`config.mk`:
```
export PLATFORM = sky130hd
export DESIGN_NAME = spi_cmd_responder
export DESIGN_NICKNAME = d
export VERILOG_FILES = /design/src/rtl/spi_resp_pkg.sv /design/src/rtl/spi_pin_sync.sv /design/src/rtl/spi_byte_shifter.sv /design/src/rtl/spi_cmd_engine.sv /design/src/rtl/spi_cmd_responder.sv
export SDC_FILE = /design/constraint.sdc
export NUM_CORES = 1
export LEC_CHECK = 0
export ABC_AREA = 1
export BUFFER_PORTS_ARGS = -buffer_cell sky130_fd_sc_hd__clkbuf_2
export CORE_ASPECT_RATIO = 2
export CORE_MARGIN = 4
export CORE_UTILIZATION = 53
export DETAILED_ROUTE_END_ITERATION = 8
export PLACE_DENSITY = 0.76
export SLEW_MARGIN = 25
export SYNTH_ARGS = -nofsm -noshare
export SYNTH_HDL_FRONTEND = slang
export SYNTH_SLANG_ARGS = --single-unit
```
`constraint.sdc`:
```
create_clock -name clk -period 4.2 [get_ports clk]
set_input_delay 0.21 -clock clk [delete_from_list [all_inputs] [get_ports clk]]
set_output_delay 0.21 -clock clk [all_outputs]
set_load 0.02 [all_outputs]
```
`src/rtl/spi_resp_pkg.sv`:
```
package spi_resp_pkg;

  localparam int BYTE_W  = 8;
  localparam int MAX_LEN = 6;
  localparam int IDX_W   = $clog2(MAX_LEN + 1);

  typedef enum logic [1:0] {
    ST_CMD = 2'd0,
    ST_TX  = 2'd1,
    ST_RX  = 2'd2
  } mode_e;

  // Transfer length for a 2-bit opcode group selector (shared by answers and payloads)
  function automatic logic [IDX_W-1:0] op_len(input logic [1:0] sel);
    case (sel)
      2'd0:    op_len = IDX_W'(1);
      2'd1:    op_len = IDX_W'(2);
      default: op_len = IDX_W'(MAX_LEN);
    endcase
  endfunction

  // Constant answer byte idx of answer group sel
  function automatic logic [BYTE_W-1:0] resp_byte(input logic [1:0] sel,
                                                   input logic [IDX_W-1:0] idx);
    resp_byte = 8'hFF;
    case (sel)
      2'd0: resp_byte = 8'h11;
      2'd1: resp_byte = (idx == '0) ? 8'h15 : 8'h16;
      default: begin
        case (idx)
          IDX_W'(0): resp_byte = 8'h41;
          IDX_W'(1): resp_byte = 8'h42;
          IDX_W'(2): resp_byte = 8'h43;
          IDX_W'(3): resp_byte = 8'h44;
          IDX_W'(4): resp_byte = 8'h31;
          default:   resp_byte = 8'h32;
        endcase
      end
    endcase
  endfunction

endpackage

```
`src/rtl/spi_pin_sync.sv`:
```
module spi_pin_sync #(
  parameter int              WIDTH   = 3,
  parameter int              STAGES  = 2,
  parameter logic [WIDTH-1:0] RST_VAL = '1
) (
  input  logic             clk,
  input  logic             rst_n,
  input  logic [WIDTH-1:0] pins_i,
  output logic [WIDTH-1:0] sync_o,
  output logic [WIDTH-1:0] rise_o,
  output logic [WIDTH-1:0] fall_o
);

  logic [WIDTH-1:0] stage_q [STAGES];
  logic [WIDTH-1:0] prev_q;

  genvar g;
  generate
    for (g = 0; g < STAGES; g++) begin : g_stage
      always_ff @(posedge clk or negedge rst_n) begin
        if (!rst_n) stage_q[g] <= RST_VAL;
        else if (g == 0) stage_q[g] <= pins_i;
        else stage_q[g] <= stage_q[(g == 0) ? 0 : g-1];
      end
    end
  endgenerate

  always_ff @(posedge clk or negedge rst_n) begin
    if (!rst_n) prev_q <= RST_VAL;
    else        prev_q <= stage_q[STAGES-1];
  end

  assign sync_o = stage_q[STAGES-1];
  assign rise_o = stage_q[STAGES-1] & ~prev_q;
  assign fall_o = ~stage_q[STAGES-1] & prev_q;

endmodule

```
`src/rtl/spi_byte_shifter.sv`:
```
module spi_byte_shifter
  import spi_resp_pkg::*;
(
  input  logic              clk,
  input  logic              rst_n,
  input  logic              sclk_rise,
  input  logic              sclk_fall,
  input  logic              cs_hi,
  input  logic              cs_rise,
  input  logic              mosi_s,
  input  logic              load_i,
  input  logic [BYTE_W-1:0] load_byte_i,
  output logic              byte_valid_o,
  output logic [BYTE_W-1:0] rx_byte_o,
  output logic              miso_o
);

  localparam int CNT_W = $clog2(BYTE_W);

  logic [CNT_W-1:0]  bit_q, bit_d;
  logic [BYTE_W-1:0] rx_q, rx_d;
  logic [BYTE_W-1:0] tx_q, tx_d;
  logic              miso_q, miso_d;
  logic              take_bit, put_bit;

  assign take_bit = sclk_rise & ~cs_hi;
  assign put_bit  = sclk_fall & ~cs_hi;

  assign byte_valid_o = take_bit & (bit_q == CNT_W'(BYTE_W-1));
  assign rx_byte_o    = {rx_q[BYTE_W-2:0], mosi_s};
  assign miso_o       = miso_q;

  always_comb begin
    bit_d  = bit_q;
    rx_d   = rx_q;
    tx_d   = tx_q;
    miso_d = miso_q;
    if (cs_hi) begin
      bit_d = '0;
    end else if (take_bit) begin
      rx_d  = {rx_q[BYTE_W-2:0], mosi_s};
      bit_d = bit_q + CNT_W'(1);
    end
    if (cs_rise) begin
      tx_d   = '1;
      miso_d = 1'b1;
    end else if (load_i) begin
      tx_d = load_byte_i;
    end else if (put_bit) begin
      miso_d = tx_q[BYTE_W-1];
      tx_d   = {tx_q[BYTE_W-2:0], 1'b1};
    end
  end

  always_ff @(posedge clk or negedge rst_n) begin
    if (!rst_n) begin
      bit_q  <= '0;
      rx_q   <= '0;
      tx_q   <= '1;
      miso_q <= 1'b1;
    end else begin
      bit_q  <= bit_d;
      rx_q   <= rx_d;
      tx_q   <= tx_d;
      miso_q <= miso_d;
    end
  end

endmodule

```
`src/rtl/spi_cmd_engine.sv`:
```
module spi_cmd_engine
  import spi_resp_pkg::*;
(
  input  logic                      clk,
  input  logic                      rst_n,
  input  logic                      abort_i,
  input  logic                      byte_valid_i,
  input  logic [BYTE_W-1:0]         rx_byte_i,
  output logic                      tx_load_o,
  output logic [BYTE_W-1:0]         tx_byte_o,
  output logic [BYTE_W-1:0]         bank0_o,
  output logic [2*BYTE_W-1:0]       bank1_o,
  output logic [MAX_LEN*BYTE_W-1:0] bank2_o,
  output logic                      done_o,
  output mode_e                     mode_o
);

  mode_e                     mode_q, mode_d;
  logic [1:0]                sel_q, sel_d;
  logic [IDX_W-1:0]          cnt_q, cnt_d, len;
  logic [BYTE_W-1:0]         buf_q [MAX_LEN];
  logic [BYTE_W-1:0]         buf_d [MAX_LEN];
  logic [BYTE_W-1:0]         merged [MAX_LEN];
  logic [BYTE_W-1:0]         bank0_q, bank0_d;
  logic [2*BYTE_W-1:0]       bank1_q, bank1_d;
  logic [MAX_LEN*BYTE_W-1:0] bank2_q, bank2_d;
  logic                      done_q, done_d;

  assign len = op_len(sel_q);

  always_comb begin
    merged = buf_q;
    if (cnt_q < IDX_W'(MAX_LEN)) merged[cnt_q] = rx_byte_i;
  end

  always_comb begin
    mode_d    = mode_q;
    sel_d     = sel_q;
    cnt_d     = cnt_q;
    buf_d     = buf_q;
    bank0_d   = bank0_q;
    bank1_d   = bank1_q;
    bank2_d   = bank2_q;
    done_d    = 1'b0;
    tx_load_o = 1'b0;
    tx_byte_o = '1;
    if (abort_i) begin
      mode_d = ST_CMD;
      cnt_d  = '0;
    end else if (byte_valid_i) begin
      case (mode_q)
        ST_CMD: begin
          if (rx_byte_i < 8'd3) begin
            mode_d    = ST_TX;
            sel_d     = rx_byte_i[1:0];
            cnt_d     = IDX_W'(1);
            tx_load_o = 1'b1;
            tx_byte_o = resp_byte(rx_byte_i[1:0], '0);
          end else if (rx_byte_i < 8'd6) begin
            mode_d = ST_RX;
            sel_d  = 2'(rx_byte_i - 8'd3);
            cnt_d  = '0;
          end
        end
        ST_TX: begin
          if (cnt_q < len) begin
            tx_load_o = 1'b1;
            tx_byte_o = resp_byte(sel_q, cnt_q);
            cnt_d     = cnt_q + IDX_W'(1);
          end
          if (cnt_d >= len) begin
            done_d = 1'b1;
            mode_d = ST_CMD;
            cnt_d  = '0;
          end
        end
        ST_RX: begin
          buf_d = merged;
          if (cnt_q + IDX_W'(1) == len) begin
            case (sel_q)
              2'd0:    bank0_d = merged[0];
              2'd1:    bank1_d = {merged[1], merged[0]};
              default: for (int k = 0; k < MAX_LEN; k++) bank2_d[k*BYTE_W +: BYTE_W] = merged[k];
            endcase
            done_d = 1'b1;
            mode_d = ST_CMD;
            cnt_d  = '0;
          end else begin
            cnt_d = cnt_q + IDX_W'(1);
          end
        end
        default: mode_d = ST_CMD;
      endcase
    end
  end

  always_ff @(posedge clk or negedge rst_n) begin
    if (!rst_n) begin
      mode_q  <= ST_CMD;
      sel_q   <= '0;
      cnt_q   <= '0;
      bank0_q <= '0;
      bank1_q <= '0;
      bank2_q <= '0;
      done_q  <= 1'b0;
      for (int k = 0; k < MAX_LEN; k++) buf_q[k] <= '0;
    end else begin
      mode_q  <= mode_d;
      sel_q   <= sel_d;
      cnt_q   <= cnt_d;
      bank0_q <= bank0_d;
      bank1_q <= bank1_d;
      bank2_q <= bank2_d;
      done_q  <= done_d;
      buf_q   <= buf_d;
    end
  end

  assign bank0_o = bank0_q;
  assign bank1_o = bank1_q;
  assign bank2_o = bank2_q;
  assign done_o  = done_q;
  assign mode_o  = mode_q;

endmodule

```
`src/rtl/spi_cmd_responder.sv`:
```
module spi_cmd_responder
  import spi_resp_pkg::*;
#(
  parameter int SYNC_STAGES = 2
) (
  input  logic        clk,
  input  logic        rst_n,
  input  logic        sclk,
  input  logic        mosi,
  input  logic        cs_n,
  output logic        miso,
  output logic [7:0]  bank0,
  output logic [15:0] bank1,
  output logic [47:0] bank2,
  output logic        done
);

  logic [1:0]        rst_pipe_q;
  logic              rst_s_n;
  logic [2:0]        pin_sync, pin_rise, pin_fall;
  logic              cs_s, cs_rise, sclk_rise, sclk_fall, mosi_s;
  logic              byte_valid, tx_load;
  logic [BYTE_W-1:0] rx_byte, tx_byte;
  mode_e             eng_mode;

  // Reset asserts asynchronously, releases on a clock edge
  always_ff @(posedge clk or negedge rst_n) begin
    if (!rst_n) rst_pipe_q <= '0;
    else        rst_pipe_q <= {rst_pipe_q[0], 1'b1};
  end
  assign rst_s_n = rst_pipe_q[1];

  // Bit order: [2]=cs_n, [1]=mosi, [0]=sclk
  spi_pin_sync #(
    .WIDTH  (3),
    .STAGES (SYNC_STAGES),
    .RST_VAL(3'b111)
  ) u_sync (
    .clk   (clk),
    .rst_n (rst_s_n),
    .pins_i({cs_n, mosi, sclk}),
    .sync_o(pin_sync),
    .rise_o(pin_rise),
    .fall_o(pin_fall)
  );

  assign cs_s      = pin_sync[2];
  assign cs_rise   = pin_rise[2];
  assign mosi_s    = pin_sync[1];
  assign sclk_rise = pin_rise[0];
  assign sclk_fall = pin_fall[0];

  spi_byte_shifter u_shift (
    .clk         (clk),
    .rst_n       (rst_s_n),
    .sclk_rise   (sclk_rise),
    .sclk_fall   (sclk_fall),
    .cs_hi       (cs_s),
    .cs_rise     (cs_rise),
    .mosi_s      (mosi_s),
    .load_i      (tx_load),
    .load_byte_i (tx_byte),
    .byte_valid_o(byte_valid),
    .rx_byte_o   (rx_byte),
    .miso_o      (miso)
  );

  spi_cmd_engine u_engine (
    .clk         (clk),
    .rst_n       (rst_s_n),
    .abort_i     (cs_rise),
    .byte_valid_i(byte_valid),
    .rx_byte_i   (rx_byte),
    .tx_load_o   (tx_load),
    .tx_byte_o   (tx_byte),
    .bank0_o     (bank0),
    .bank1_o     (bank1),
    .bank2_o     (bank2),
    .done_o      (done),
    .mode_o      (eng_mode)
  );

endmodule

```
==> results of run 1 <==
==> kinds of logic (layout without fill, tap and decap cells) <==
group	Yosys count	count (layout)	synth area share [%]
adder cells (fa/ha/maj)	18	18	3.131
XOR/XNOR	3	3	0.3653
AND/OR/NAND/NOR	319	319	18.16
buffers and inverters	110	195	6.592
flip-flops	157	157	54.91
other	1	1	0.05213
AO/OA/AOI/OAI	212	212	16.65
multiplexers	1	1	0.1392
==> final cells by class <==
| cell class | count | area, um2 |
|---|---|---|
| fill | 1132 | 5061 |
| inverter | 75 | 281.5 |
| clock inverter | 14 | 148.9 |
| tap | 155 | 193.9 |
| clock buffer | 18 | 439.2 |
| multi-input combinational | 554 | 2784 |
| timing repair buffer | 88 | 500.5 |
| sequential | 157 | 3954 |
==> metrics by stage <==
step / cells / hold slack [ns] / util (%) / total power [mW]
global route: 1061 / 0.1290 / 62.13 / 3.462
floorplan: 821 / -0.08559 / - / 1.750
detailed placement: 1024 / -0.0007737 / 57.28 / 1.844
CTS: 1060 / 0.09609 / 61.98 / 3.367
global placement: 1024 / -0.003653 / 57.28 / 1.841
finish: 1061 / 0.1114 / 62.13 / 3.350
==> synth_stat cells <==
| cell | number |
|---|---|
| inv_2 | 1 |
| nor2_1 | 40 |
| a21oi_2 | 1 |
| nand3_2 | 3 |
| nand3b_1 | 2 |
| nor2_2 | 2 |
| nor3_1 | 6 |
| mux2i_1 | 1 |
| nand4_1 | 8 |
| nand3_1 | 15 |
| dfstp_2 | 17 |
| clkinv_1 | 3 |
| o21ai_1 | 41 |
| dfrtp_1 | 140 |
| buf_2 | 13 |
| o21a_1 | 49 |
| xnor2_1 | 1 |
| and2_1 | 1 |
| nand2_2 | 2 |
| conb_1 | 1 |
| inv_1 | 71 |
| a31oi_1 | 2 |
| ha_1 | 18 |
| clkbuf_1 | 16 |
| xor2_1 | 2 |
| nand2_1 | 238 |
| o221ai_1 | 1 |
| buf_6 | 6 |
| o211ai_1 | 1 |
| nor2_4 | 1 |
| o22ai_1 | 1 |
| a21oi_1 | 29 |
| o21ai_0 | 87 |
| nor2_8 | 1 |
==> placed cells by master, fill, tap and decap left out, types with 2 or more instances in the layout <==
master	count
dlygate4sd3_1	4
clkinv_1	3
a21oi_1	29
clkbuf_2	78
clkbuf_16	17
nor2_4	2
buf_4	4
nand2_2	2
o21ai_1	41
o21a_1	49
nor3_1	6
nand2_1	238
nor2_2	2
dfrtp_1	139
nand3b_1	2
nand3_1	15
nor2_1	39
inv_1	71
inv_6	6
a31oi_1	2
dfstp_2	17
xor2_1	2
ha_1	18
nand3_2	2
o21ai_0	87
clkinvlp_4	4
nand4_1	8
buf_12	2
==> timing repair <==
| action | in CTS | in global routing |
|---|---|---|
| hold buffers | 4 | 0 |
| gates resized for setup | 0 | 0 |
| hold endpoints to repair | 5 | 0 |
| setup buffers | 0 | 0 |
==> worst max-delay path: cells and delay by family (launching register included) <==
| family | cells | cell delay (ns) |
|---|---|---|
| buffers and inverters | 2 | 0.68 |
| xor gates and xnor gates | 1 | 0.31 |
| and+or+nand+nor | 4 | 0.97 |
| AOI/OAI and AO/OA | 1 | 0.07 |
| DFF | 1 | 0.59 |
| adders and majority gates | 1 | 0.43 |
==> layer usage <==
layer | track usage, % | up-vias | part of all wire (%)
li1 | - | 2814 | -
met1 | 24.77 | 2705 | 38
met2 | 40.37 | 147 | 54
met3 | 4.528 | 47 | 3.4
met4 | 10.93 | 0 | 4.3
met5 | 0 | - | 0
==> power by group through the flow <==
stage | clock [mW] | sequential, mW | combinational [mW]
global placement | 0 | 1.61 | 0.235
finish | 1.53 | 1.57 | 0.251
floorplan | 0 | 1.61 | 0.138
CTS | 1.55 | 1.58 | 0.241
detailed placement | 0 | 1.61 | 0.237
global route | 1.61 | 1.57 | 0.278
==> sequential cells by signal, indices dropped and copies added, names as in the netlist, 2 cells and up <==
name	cells
rst_pipe_q	2
u_engine.bank0_o	8
u_engine.bank1_o	16
u_engine.bank2_o	48
u_engine.buf_q	48
u_engine.cnt_q	3
u_engine.mode_o	2
u_engine.sel_q	2
u_shift.bit_q	3
u_shift.rx_q	7
u_shift.tx_q	8
u_sync.prev_q	2
u_sync.stage_q	3
u_sync.sync_o	3
==> path summary, 6_finish.rpt <==
kind | slack, ns | end | cells past startpoint | start
max reg2reg | 0.98 | u_engine.bank2_o[18] | 9 | u_engine.cnt_q[2]
max in group asynchronous | 3.17 | u_engine.bank0_o[0] | 1 | rst_pipe_q[1]
max | 0.98 | u_engine.bank2_o[18] | 9 | u_engine.cnt_q[2]
min reg2reg | 0.28 | u_engine.bank2_o[45] | 0 | rst_pipe_q[1]
min | 0.11 | rst_pipe_q[1] | 2 | rst_n
min in group clk | 0.36 | u_sync.sync_o[2] | 0 | u_sync.stage_q[5]
==> impl_metrics.ini, run 1 <==
[outcome]
outcome = complete, no violations

[global_routing]
antenna_found_initial = 0
grtUsageTotal_pct = 22.37
grt_first_pass_wirelength_um = 27870
grt_max_degree = 80
grt-ovfl-total = 0
grt_pass1_vias = 5633

[worst_setup_path]
cp.arrival_ns = 3.50
start_kind = flop
worstPathMaxFanout = 52
crit_required_ns = 4.48
max_stage_delay_ns = 0.59
crit_path_cell_trace = inv_1 -> ha_1 -> xor2_1 -> nand2_2 -> nor2_4 -> nand3_4 -> buf_4 -> nand2_1 -> o21ai_1
cp_slowest_cell = dfrtp_1
critPathKind = flop to flop
cp-end-kind = flop

[sta]
slew-limit-headroom_pct = 60.30
hold_viol = 0
finalCritPeriodShare_pct = 76.63
max_freq_ghz = 0.3107
clock_skew_ns = 0.01429
drv_slew = 0
layout_setup_ws_ns = 0.9817
rsz0062_at_grt = no
finalSetupViolCount = 0
worst_slew_pin_slew_ns = 0.5949
fin_setup_tns_ns = 0
period_needed_ns = 3.218

[synth]
netlist_top_cells_area = dfrtp_1 49%, nand2_1 12%, dfstp_2 6.2%
synth_top_cell_by_area = dfrtp_1
yosys_warnings = 0
yosys.cell_types.count = 34
seq_area_frac_synth_pct = 54.91
synthesis.nets = 844
synth_top_area_share_pct = 48.70
synth_seq_cells = 157
syn_inst = 821
synth_area_per_cell_um2 = 8.761
syn_area_um2 = 7193

[floorplanning]
die_x_um = 90.38
start_util_pct = 53.83
rows = 60
core-area_um2 = 13360
die_h_um = 172.8
ios = 79
die_area_um2 = 15610

[drt]
drt-total-wl_um = 16730
drc_errors = 0
detail_route.first_pass.iterations = 5
num_vias = 5713
wl_per_cell_um = 15.77
ant_nets = 0
drt_iter0_drc = 346
vias_per_cell = 5.385

[pwr]
power.leakage_nw = 3.884
p_clk_share_pct = 45.6
switching_share_pct = 26.58
p_sw_uw = 890.4
combinationalPowerShare_pct = 7.5
cellPowerDensity_nw_per_um2 = 403.5
ir_worst_vdd_v = 0.0003357
intPower_mw = 2.459
sequentialPowerShare_pct = 46.9

[placement]
dpl.hpwl_um = 11800
place_congestion = 0.9400
io_buffers = 78
place_ws_ns = 1.037
placed_cell_area_um2 = 7654

[worst_hold_path]
min_path_type = input pin to asynchronous set/reset pin

[cells_and_area]
nets = 916
drive_gt1_share_pct = 16.11
syn2layout_area_growth_pct = 15.41
stdcell_area_um2 = 8302
n_antenna_cell = 0

[cts]
cts-root-buf = clkbuf_16
cts_buffers = 17
clock_latency_ns = 0.42
cts_sinks = 157
cts.path.max_buffers = 2
cts_tree = yes
clkTransAtPathRegs_ns = 0.07
h-tree-depth = 4

[flow_run]
max_cap_violations = 0
Power figures use the tool's default switching activity.
==> run 2: changes to the inputs <==
--- a/config.mk
+++ b/config.mk
@@ -9,9 +9,9 @@
 export BUFFER_PORTS_ARGS = -buffer_cell sky130_fd_sc_hd__clkbuf_2
 export CORE_ASPECT_RATIO = 2
 export CORE_MARGIN = 4
-export CORE_UTILIZATION = 53
+export CORE_UTILIZATION = 59
 export DETAILED_ROUTE_END_ITERATION = 8
-export PLACE_DENSITY = 0.76
+export PLACE_DENSITY = 0.8
 export SLEW_MARGIN = 25
 export SYNTH_ARGS = -nofsm -noshare
 export SYNTH_HDL_FRONTEND = slang
==> constraint.sdc (replaced) <==
create_clock -name clk -period 3.3 [get_ports clk]
set_input_delay 0.165 -clock clk [delete_from_list [all_inputs] [get_ports clk]]
set_output_delay 0.165 -clock clk [all_outputs]
set_load 0.02 [all_outputs]
==> impl_metrics.ini, run 2 (synthesis gave the netlist of run 1 again) <==
[cts]
clock_latency_ns = 0.43
cts_buffers = 17
clkTransAtPathRegs_ns = 0.07
h-tree-depth = 4
cts-root-buf = clkbuf_16
cts_setup_buffers = 0
cts.path.max_buffers = 2
cts_tree = yes
cts_resized = 0
cts_sinks = 157

[global_routing]
grt_pass1_vias = 5942
grt-ovfl-total = 0
grt_max_degree = 59
antenna_found_initial = 0
grtUsageTotal_pct = 26.29
grt_first_pass_wirelength_um = 28800

[pwr]
cellPowerDensity_nw_per_um2 = 514.4
ir_worst_vdd_v = 0.0004420
power.leakage_nw = 3.888
power_mw = 4.268

[worst_setup_path]
critPathKind = flop to flop
worstPathMaxFanout = 10
cp-end-kind = flop
crit_required_ns = 3.67
cp.arrival_ns = 3.29
start_kind = flop
worst-r2r-cell-count = 18

[cells_and_area]
nets = 917
syn2layout_area_growth_pct = 15.34
n_antenna_cell = 0
layout_common_cells = 238 x nand2_1, 139 x dfrtp_1, 87 x o21ai_0, 78 x clkbuf_2, 71 x inv_1
layout_commonest_cell = nand2_1
drive_gt1_share_pct = 15.99

[drt]
wl_per_cell_um = 16.49
vias_per_cell = 5.546
drc_errors = 0
drt-total-wl_um = 17350
drt_iter0_drc = 395
detail_route.first_pass.iterations = 5
ant_nets = 0
num_vias = 5834

[sta]
fin_setup_tns_ns = 0
rsz0062_at_grt = no
clock_skew_ns = 0.01090
slew-limit-headroom_pct = 55.82
hold_viol = 0
finalSetupViolCount = 0
period_needed_ns = 2.925
max_freq_ghz = 0.3418
worst_slew_pin_slew_ns = 0.6626
drv_slew = 0
finalCritPeriodShare_pct = 88.65

[placement]
io_buffers = 78
dpl.hpwl_um = 12320
place_congestion = 0.9073

[floorplanning]
die_h_um = 164.2
core-area_um2 = 11840
die_area_um2 = 14130
start_util_pct = 60.75
ios = 79
rows = 56
die_x_um = 86.08

[flow_run]
max_cap_violations = 0

[outcome]
outcome = complete, no violations

[worst_hold_path]
min_path_type = input pin to asynchronous set/reset pin
## run 2: report_power, final
group | leakage, nW | switching, mW | internal, mW | total, mW
registers | 2.12 | 0.0337 | 1.97 | 2.00
logic | 1.49 | 0.235 | 0.0730 | 0.308
clock network | 0.278 | 0.823 | 1.13 | 1.96
total | 3.89 | 1.09 | 3.18 | 4.27
## run 2: area by class of cell
| cell class | count | area (um2) |
|---|---|---|
| clock buffers | 19 | 432.9 |
| clock inverters | 13 | 155.1 |
| fillers | 933 | 3545 |
| inverters | 75 | 281.5 |
| multi-input cells | 554 | 2784 |
| flip-flops and latches | 157 | 3954 |
| well taps | 145 | 181.4 |
| repair buffers | 89 | 508.0 |
## run 2: per-layer routing
| metal | global-route usage (%) | wire (um) |
|---|---|---|
| met5 | 0 | 0 |
| met4 | 12.18 | 586 |
| met3 | 4.769 | 587 |
| met2 | 48.77 | 9880 |
| met1 | 28.12 | 6290 |
## run 2: critical path: stages, from the launching register on
cell,delay [ns]
dfrtp_1,0.66
inv_1,0.18
ha_1,0.31
inv_1,0.04
a21oi_1,0.15
nand2_1,0.10
nand2_1,0.16
nand2_1,0.07
nand2_1,0.09
inv_1,0.04
ha_1,0.26
inv_1,0.05
nand2_1,0.06
o21a_1,0.16
nand2_1,0.14
nand3_1,0.14
nand2_1,0.13
nand3_1,0.07
nand2_1,0.06
## run 2: worst paths after layout
path | to | slack [ns] | startpoint
max in group asynchronous | u_sync.sync_o[0] | 2.01 | rst_pipe_q[1]
setup / recovery | u_engine.mode_o[0] | 0.37 | u_engine.sel_q[1]
hold reg to reg | rst_pipe_q[1] | 0.36 | rst_pipe_q[0]
hold / removal | rst_pipe_q[1] | 0.04 | rst_n
min in group clk | rst_pipe_q[1] | 0.36 | rst_pipe_q[0]
setup reg to reg | u_engine.mode_o[0] | 0.37 | u_engine.sel_q[1]
## run 2: timing repair
| item | CTS | global route |
|---|---|---|
| endpoints found under the hold margin | 5 | 0 |
| setup endpoints to repair | 0 | 0 |
| hold buffers | 4 | 0 |
## run 2: metrics by stage
stage	setup WS (ns)	hold slack (ns)	cell area [um2]	std cells	util [%]
after floorplan	0.7157	-0.1306	7194	821	-
after global placement	0.5283	-0.04790	7669	1016	64.76
after detailed placement	0.4173	-0.04799	7669	1016	64.76
after CTS	0.3970	0.04274	8297	1052	70.07
after global routing	0.03085	0.03714	8297	1052	70.07
final	0.3745	0.04099	8297	1052	70.07
==> run 3: changes to the inputs <==
--- a/config.mk
+++ b/config.mk
@@ -5,13 +5,14 @@
 export SDC_FILE = /design/constraint.sdc
 export NUM_CORES = 1
 export LEC_CHECK = 0
-export ABC_AREA = 1
+export ABC_AREA = 0
 export BUFFER_PORTS_ARGS = -buffer_cell sky130_fd_sc_hd__clkbuf_2
 export CORE_ASPECT_RATIO = 2
 export CORE_MARGIN = 4
-export CORE_UTILIZATION = 59
+export CORE_UTILIZATION = 58
 export DETAILED_ROUTE_END_ITERATION = 8
-export PLACE_DENSITY = 0.8
+export MAX_ROUTING_LAYER = met4
+export PLACE_DENSITY = 0.79
 export SLEW_MARGIN = 25
 export SYNTH_ARGS = -nofsm -noshare
 export SYNTH_HDL_FRONTEND = slang
==> impl_metrics.ini, run 3 <==
[worst_setup_path]
cp_top_family = compound AO/OA/AOI/OAI gates
cp-end-kind = flop
path_buf_inv = 1
cp_slowest_cell = dfrtp_1
reg2reg_to = u_engine.cnt_q[1]
worst-r2r-cell-count = 13
crit_required_ns = 3.61
reg2reg_from = u_engine.sel_q[1]
cp.arrival_ns = 3.27
max_stage_delay_ns = 0.44
crit_path_cell_trace = or2_1 -> inv_2 -> ha_1 -> nor2b_1 -> o311a_1 -> xnor2_1 -> ha_1 -> nor3b_1 -> o21ai_1 -> o311ai_1 -> a21oi_1 -> o31ai_1 -> a32o_1
start_kind = flop
reg2reg_slack_ns = 0.34
worstPathMaxFanout = 7
critPathKind = flop to flop
critPathMostFrequentCell = ha_1

[synth]
seq_area_frac_synth_pct = 55.83
yosys-top-cells-count = 140 x dfrtp_1, 67 x nor2_1, 62 x nand2_1
yosys_warnings = 0
synthesis.nets = 674
netlist_top_cells_area = dfrtp_1 50%, mux2i_1 7.4%, mux2_1 6.7%
synthFlopType = dfrtp_1
yosys.cell_types.count = 57
syn_inst = 651
synthArstFlopShare_pct = 100.0
synth_compound_area_share_pct = 12.08
yosys.area_share.simple_pct = 11.30
syn_area_um2 = 7076
synth_mux_area_share_pct = 14.04
synth_edf_count = 0
synth_fa_ha_area_share_pct = 3.183
synth_area_per_cell_um2 = 10.87
synth_seq_cells = 157
synth_xor_area_share_pct = 0.3714
synth_top_family_by_area = multiplexers
synth.most_common_cell = dfrtp_1
synth_top_cell_by_area = dfrtp_1
synth_top_area_share_pct = 49.51

[sta]
hold_viol = 0
worst_slew_pin_slew_ns = 0.6713
fin_setup_tns_ns = 0
slew-limit-headroom_pct = 55.08
drv_slew = 0
period_needed_ns = 2.962
finalCritPeriodShare_pct = 89.76
clock_skew_ns = 0.01194
rsz0062_at_grt = no
max_freq_ghz = 0.3376
finalSetupViolCount = 0

[worst_hold_path]
min_path_type = input pin to asynchronous set/reset pin

[placement]
place_congestion = 0.8712
dpl.hpwl_um = 11760
io_buffers = 78
placed_cell_area_um2 = 7622

[cells_and_area]
nets = 748
syn2layout_area_growth_pct = 15.99
layout_common_cells = 139 x dfrtp_1, 78 x clkbuf_2, 67 x nor2_1, 62 x nand2_1, 58 x a21oi_1
stdcell_area_um2 = 8207
drive_gt1_share_pct = 21.68
n_antenna_cell = 0
layout_commonest_cell = dfrtp_1

[global_routing]
grt_max_degree = 89
antenna_found_initial = 0
grt-ovfl-total = 0
grt_pass1_vias = 5360
grt_first_pass_wirelength_um = 27030
grtUsageTotal_pct = 25.37

[cts]
cts_sinks = 157
clkTransAtPathRegs_ns = 0.06
cts_buffers = 17
clock_latency_ns = 0.42
h-tree-depth = 4
cts_setup_buffers = 0
cts.path.max_buffers = 2
cts-root-buf = clkbuf_16
cts_tree = yes

[floorplanning]
die_h_um = 164.2
rows = 56
die_area_um2 = 14140
start_util_pct = 59.75
core-area_um2 = 11840
ios = 79
die_x_um = 86.10

[pwr]
sequentialPowerShare_pct = 50.9
intPower_mw = 3.060
p_clk_share_pct = 42.6
p_sw_mw = 1.162
power.leakage_nw = 4.044
combinationalPowerShare_pct = 6.5
switching_share_pct = 27.52
cellPowerDensity_nw_per_um2 = 514.5
ir_worst_vdd_v = 0.0004382

[drt]
detail_route.first_pass.iterations = 4
ant_nets = 0
vias_per_cell = 5.778
drt-total-wl_um = 16220
drt_iter0_drc = 279
drc_errors = 0
num_vias = 5102
wl_per_cell_um = 18.37

[outcome]
outcome = complete, no violations

[flow_run]
max_cap_violations = 0
==> run 3: cell types whose count changed after synthesis, moves of 6 or more <==
cell      before  now
clkbuf_1      16   35
inv_1         71    8
o21a_1        49    0
nand2b_1       0    6
buf_2         13    7
o21ai_0       87    8
mux2_1         0   42
nand3_1       15    7
buf_6          6    0
nor2_1        40   67
mux2i_1        1   52
a21oi_1       29   58
nand2_1      238   62
==> run 3: metal layers <==
layer	vias to the layer above	part of all wire (%)	GRT usage (%)	wire [um]
met1	2552	39	28.16	6327
met3	33	2.4	3.966	389
met2	94	56	44.69	9084
li1	2423	-	-	-
met5	-	0	-	0
met4	0	2.6	10.52	417
==> run 3: layout make-up <==
class	instances	area, um2
clock buffers	18	429.2
clock inverters	14	111.4
fillers	899	3635
inverters	14	52.55
multi-input cells	437	2915
flip-flops and latches	157	3954
well taps	145	181.4
repair buffers	98	563.0
==> run 3: cells by family after synthesis <==
| logic type | count (synthesis) |
|---|---|
| compound gates | 146 |
| xor+xnor | 3 |
| fa+ha+maj | 18 |
| buf+inv | 57 |
| flops | 157 |
| mux | 94 |
| other cells | 1 |
| simple gates | 175 |
==> run 3: worst max path at each step <==
stage	from	to	slack (ns)	depth (start not counted)
final	u_engine.sel_q[1]	u_engine.cnt_q[1]	0.34	13
after global routing	u_engine.sel_q[1]	u_engine.mode_o[0]	0.05	12
after CTS	u_engine.sel_q[1]	u_engine.mode_o[0]	0.28	12
after detailed placement	u_engine.sel_q[1]	u_engine.mode_o[0]	0.30	12
after global placement	u_engine.sel_q[1]	u_engine.mode_o[0]	0.42	12
after floorplan	u_engine.sel_q[1]	u_engine.mode_o[0]	0.37	12
==> run 3: repair_timing <==
item / in CTS / in global routing
hold buffers: 4 / 0
hold endpoints to repair: 5 / 0
setup endpoints to repair: 0 / 1
resized for setup: 0 / 1
==> run 3: metrics by stage <==
stage / utilization, % / cells / total power [mW] / hold slack [ns] / setup slack, ns
after floorplan: - / 651 / 2.317 / -0.1306 / 0.3656
after global placement: 64.37 / 847 / 2.440 / -0.04957 / 0.4204
after detailed placement: 64.37 / 847 / 2.456 / -0.04848 / 0.3022
after CTS: 69.27 / 883 / 4.259 / 0.05019 / 0.2794
after global routing: 69.30 / 883 / 4.388 / 0.04899 / 0.04510
final: 69.30 / 883 / 4.222 / 0.05327 / 0.3378
==> run 3: power groups by stage <==
| stage | registers [mW] | clock network (mW) | logic [mW] |
|---|---|---|---|
| final | 2.15 | 1.80 | 0.273 |
| after detailed placement | 2.19 | 0 | 0.270 |
| after global routing | 2.17 | 1.92 | 0.304 |
| after global placement | 2.18 | 0 | 0.264 |
| after floorplan | 2.08 | 0 | 0.237 |
| after CTS | 2.15 | 1.83 | 0.276 |
